--- config.mk ---
export PLATFORM = sky130hd
export DESIGN_NAME = cap_unit
export DESIGN_NICKNAME = d
export VERILOG_FILES = /design/src/rtl/cap_pkg.sv /design/src/rtl/cap_event_gate.sv /design/src/rtl/cap_buffer.sv /design/src/rtl/cap_unit.sv
export SDC_FILE = /design/constraint.sdc
export NUM_CORES = 1
export LEC_CHECK = 0
export BUFFER_PORTS_ARGS = -buffer_cell sky130_fd_sc_hd__buf_2
export CORE_ASPECT_RATIO = 0.7
export CORE_MARGIN = 2
export CORE_UTILIZATION = 33
export CTS_BUF_LIST = sky130_fd_sc_hd__clkbuf_4 sky130_fd_sc_hd__clkbuf_8
export CTS_CLUSTER_DIAMETER = 60
export DETAILED_ROUTE_END_ITERATION = 16
export PLACE_DENSITY = 0.63
export SETUP_SLACK_MARGIN = 0.5
export SLEW_MARGIN = 40
export SYNTH_ARGS = -nofsm -noshare
export SYNTH_HDL_FRONTEND = slang
export SYNTH_SLANG_ARGS = --single-unit
--- constraint.sdc ---
create_clock -name clk -period 4.55 [get_ports clk]
set_input_delay 0.455 -clock clk [delete_from_list [all_inputs] [get_ports clk]]
set_output_delay 0.455 -clock clk [all_outputs]
set_load 0.02 [all_outputs]
--- src/rtl/cap_pkg.sv ---
package cap_pkg;

    // Control flags of the two-stage capture pipeline
    typedef struct packed {
        logic full;   // secondary holds a value not yet moved forward
        logic pvld;   // primary has been loaded at least once
        logic arm;    // read seen, transfer waits for a new capture
        logic ovr;    // sticky overrun
    } cap_flags_t;

    localparam int unsigned NUM_SLOTS = 2;

endpackage

--- src/rtl/cap_event_gate.sv ---
module cap_event_gate (
    input  logic clk,
    input  logic rst_n,
    input  logic slot_a,
    input  logic slot_b,
    input  logic src_sel,
    input  logic evt,
    output logic take
);
    import cap_pkg::*;

    typedef struct packed {
        logic pend;
    } gate_t;

    gate_t gate_q, gate_d;
    logic [NUM_SLOTS-1:0] slot_vec;
    logic                 slot_hit;

    always_comb begin
        slot_vec = {slot_b, slot_a};
        slot_hit = slot_vec[src_sel];
        take     = (evt || gate_q.pend) && slot_hit;
        gate_d   = gate_q;
        if (take) begin
            gate_d.pend = 1'b0;
        end else if (evt) begin
            gate_d.pend = 1'b1;
        end
    end

    always_ff @(posedge clk or negedge rst_n) begin
        if (!rst_n) begin
            gate_q <= '0;
        end else begin
            gate_q <= gate_d;
        end
    end

endmodule

--- src/rtl/cap_buffer.sv ---
module cap_buffer #(
    parameter int unsigned CNT_W = 16
) (
    input  logic             clk,
    input  logic             rst_n,
    input  logic             take,
    input  logic [CNT_W-1:0] cnt_in,
    input  logic             rd_stb,
    output logic [CNT_W-1:0] prim_val,
    output logic [CNT_W-1:0] sec_val,
    output logic             overrun
);
    import cap_pkg::*;

    typedef struct packed {
        logic [CNT_W-1:0] prim;
        logic [CNT_W-1:0] sec;
        cap_flags_t       fl;
    } buf_t;

    buf_t buf_q, buf_d;
    logic xfer;

    always_comb begin
        buf_d = buf_q;
        // Before the first load, a capture shifts the stages; afterwards a read gates it
        if (buf_q.fl.pvld) begin
            xfer = buf_q.fl.full && (rd_stb || buf_q.fl.arm);
        end else begin
            xfer = buf_q.fl.full && take;
        end

        if (xfer) begin
            buf_d.prim    = buf_q.sec;
            buf_d.fl.pvld = 1'b1;
        end

        if (take) begin
            buf_d.sec     = cnt_in;
            buf_d.fl.full = 1'b1;
        end else if (xfer) begin
            buf_d.fl.full = 1'b0;
        end

        buf_d.fl.arm = buf_q.fl.pvld && (rd_stb || buf_q.fl.arm) && !xfer;
        buf_d.fl.ovr = buf_q.fl.ovr || (take && buf_q.fl.full && !xfer);
    end

    always_ff @(posedge clk or negedge rst_n) begin
        if (!rst_n) begin
            buf_q <= '0;
        end else begin
            buf_q <= buf_d;
        end
    end

    assign prim_val = buf_q.prim;
    assign sec_val  = buf_q.sec;
    assign overrun  = buf_q.fl.ovr;

endmodule

--- src/rtl/cap_unit.sv ---
module cap_unit #(
    parameter int unsigned CNT_W = 16
) (
    input  logic             clk,
    input  logic             rst_n,
    input  logic [CNT_W-1:0] cnt_bus,
    input  logic             slot_a,
    input  logic             slot_b,
    input  logic             src_sel,
    input  logic             evt,
    input  logic             rd_stb,
    output logic [CNT_W-1:0] prim_val,
    output logic [CNT_W-1:0] sec_val,
    output logic             overrun
);
    logic take;

    cap_event_gate u_gate (
        .clk     (clk),
        .rst_n   (rst_n),
        .slot_a  (slot_a),
        .slot_b  (slot_b),
        .src_sel (src_sel),
        .evt     (evt),
        .take    (take)
    );

    cap_buffer #(.CNT_W(CNT_W)) u_buf (
        .clk      (clk),
        .rst_n    (rst_n),
        .take     (take),
        .cnt_in   (cnt_bus),
        .rd_stb   (rd_stb),
        .prim_val (prim_val),
        .sec_val  (sec_val),
        .overrun  (overrun)
    );

endmodule

==> impl_metrics.json <==
{
  "pwr_density_cell_nw_per_um2": 594,
  "multi_input_area_um2": 504,
  "min_period_ps": 1850,
  "clock_path_buffers": 2,
  "fin_tns_setup_ps": 0,
  "fin_nets": 168,
  "syn_area_per_cell_um2": 14.7,
  "via_per_inst": 4.26,
  "drt.antenna.violating_nets": 0,
  "tightest_slew_ps": 567,
  "postSynthCellCount": 116,
  "initial_core_util": 0.350,
  "die_h_um": 64.1,
  "setup_viol": 0,
  "endpoint_kind": "flop",
  "cts_hold_buf": 0,
  "die_w_um": 89.8,
  "route.detailed.drc": 0,
  "hp-class": "in -> async",
  "finalHoldViolCount": 0,
  "grt_start_max_net_pins": 38,
  "dieArea_um2": 5750,
  "syn_nets": 139,
  "ys_warn_count": 0,
  "dp_slack_ps": 2420,
  "core_area_um2": 4860,
  "cts_tree": "done",
  "synthXorXnorAreaFrac": 0,
  "clk_pin_slew_ps": 70,
  "muxShareOfSynthArea": 0.242,
  "clock-sinks": 37,
  "drt-pass1-iter-count": 4,
  "final_cell_mix": "buf_2, dfrtp_1, mux2_2",
  "routabilityCongestion": 0.669,
  "rsz0062_at_grt": "no",
  "grt_pass1_wl_um": 4890,
  "hpwlAfterDp_um": 2070,
  "synth_top_family_by_area": "multiplexers",
  "wl_per_cell_um": 13.0,
  "post-cts-setup-buffers": 0,
  "areaGrowthSynthToFinish_pct": 11.3,
  "final_common_cell": "buf_2",
  "synth_cell_type_count": 16,
  "skew_ps": 2.78,
  "period_share": 0.407,
  "io_pins": 56,
  "synth-seq-cells": 37,
  "synth-simple-area-share": 0.0177,
  "ys_seq_area_frac": 0.545,
  "worstPathRequired_ps": 4710,
  "fin_util": 0.389,
  "power.leakage_nw": 0.903,
  "cts_resized": 0,
  "relSlewSlack": 0.621,
  "cp.arrival_ps": 2020,
  "antenna_found_initial": 0,
  "crit_type": "reg -> reg",
  "nFillCells": 476,
  "synth_compound_area_frac": 0.0338,
  "cp-start-kind": "flop",
  "seq_area_um2": 926,
  "setup_slack_ps": 2700,
  "grt_pass1_vias": 997,
  "cts_buffers": 5,
  "status": "finished clean",
  "fmaxAchievable_mhz": 540,
  "diodes": 0,
  "drive_gt1_frac": 0.678,
  "hold_slack_ps": 122,
  "overflow": 0,
  "drtIter0Drc": 19,
  "htreeDepth": 2,
  "yosys.area_share.adder": 0,
  "path_max_fanout": 9,
  "clk_latency_ps": 280,
  "ir_drop_v": 0.000242,
  "report.final.slew_viol_count": 0,
  "rows": 21,
  "drv_cap": 0,
  "io_buffer_count": 55,
  "synth_area_um2": 1700,
  "num_vias": 915,
  "drt-total-wl_um": 2790,
  "cts_root_buf": "clkbuf_8",
  "track_usage": 0.109
}
## state kept, by name, indices dropped and copies added (netlist names)
name / cells
u_buf.buf_q: 3
u_buf.overrun: 1
u_buf.sec_val: 16
u_gate.gate_q: 1
u_buf.prim_val: 16
## per-stage QoR
step | total power [W] | cells | cell area [µm²]
global placement | 0.000907 | 206 | 1790
detailed placement | 0.000921 | 207 | 1800
finish | 0.00112 | 215 | 1890
global route | 0.00120 | 215 | 1890
CTS | 0.00115 | 215 | 1890
floorplan | 0.000916 | 116 | 1700
## worst max-delay path, cell delays in order, from the launching register on
cell and delay (ps):
dfrtp_1 420, nand2b_1 190, o32ai_4 500, buf_4 310
mux2_4 310
## path summary, 6_finish.rpt
kind	from	to	slack, ps	cells after the start
worst max-delay path	u_buf.buf_q[2]	u_buf.prim_val[7]	2700	4
worst min-delay path	rst_n	u_buf.prim_val[5]	120	1
worst max register to register	u_buf.buf_q[2]	u_buf.prim_val[7]	2700	4
worst min register to register	u_buf.overrun	u_buf.overrun	480	1
max in group asynchronous	rst_n	u_buf.prim_val[14]	4110	1
min in group clk	cnt_bus[13]	u_buf.sec_val[13]	410	2
## synthesized netlist by cell type, drive strengths merged
library cell	count	area share
mux2i	1	0.0081
nor2b	1	0.0037
a41o	1	0.0059
inv	1	0.0022
o32ai	1	0.016
buf	34	0.16
mux2	32	0.23
o21ai	1	0.0029
dfrtp	37	0.54
nand2b	1	0.0037
nor2	4	0.010
a21o	2	0.0088
## kinds of logic (layout without fill, tap and decap cells)
group / after synthesis / in the layout
DFF: 37 / 37
muxes: 33 / 33
and+or+nand+nor: 6 / 6
buffers and inverters: 35 / 65
AOI/OAI and AO/OA: 5 / 5
## power breakdown
group	leakage [nW]	switching, W	internal [W]
logic	0.424	0.000222	0.000189
registers	0.431	0.0000622	0.000434
clock network	0.0484	0.000105	0.000112
total	0.903	0.000389	0.000735
## cell type report
| type | count | share of cell area |
|---|---|---|
| clock buffers | 6 | 0.0403 |
| clock inverters | 2 | 0.00529 |
| inverters | 1 | 0.00198 |
| multi-input cells | 44 | 0.267 |
| flip-flops and latches | 37 | 0.489 |
| well taps | 69 | 0.0456 |
| repair buffers | 56 | 0.151 |
## layer usage
| layer | track usage | part of all wire |
|---|---|---|
| met3 | 0.0519 | 0.078 |
| met1 | 0.130 | 0.45 |
| met2 | 0.177 | 0.47 |
| met5 | 0 | 0 |
| met4 | 0.0346 | 0.0029 |
(Power assumes the default switching activity.)
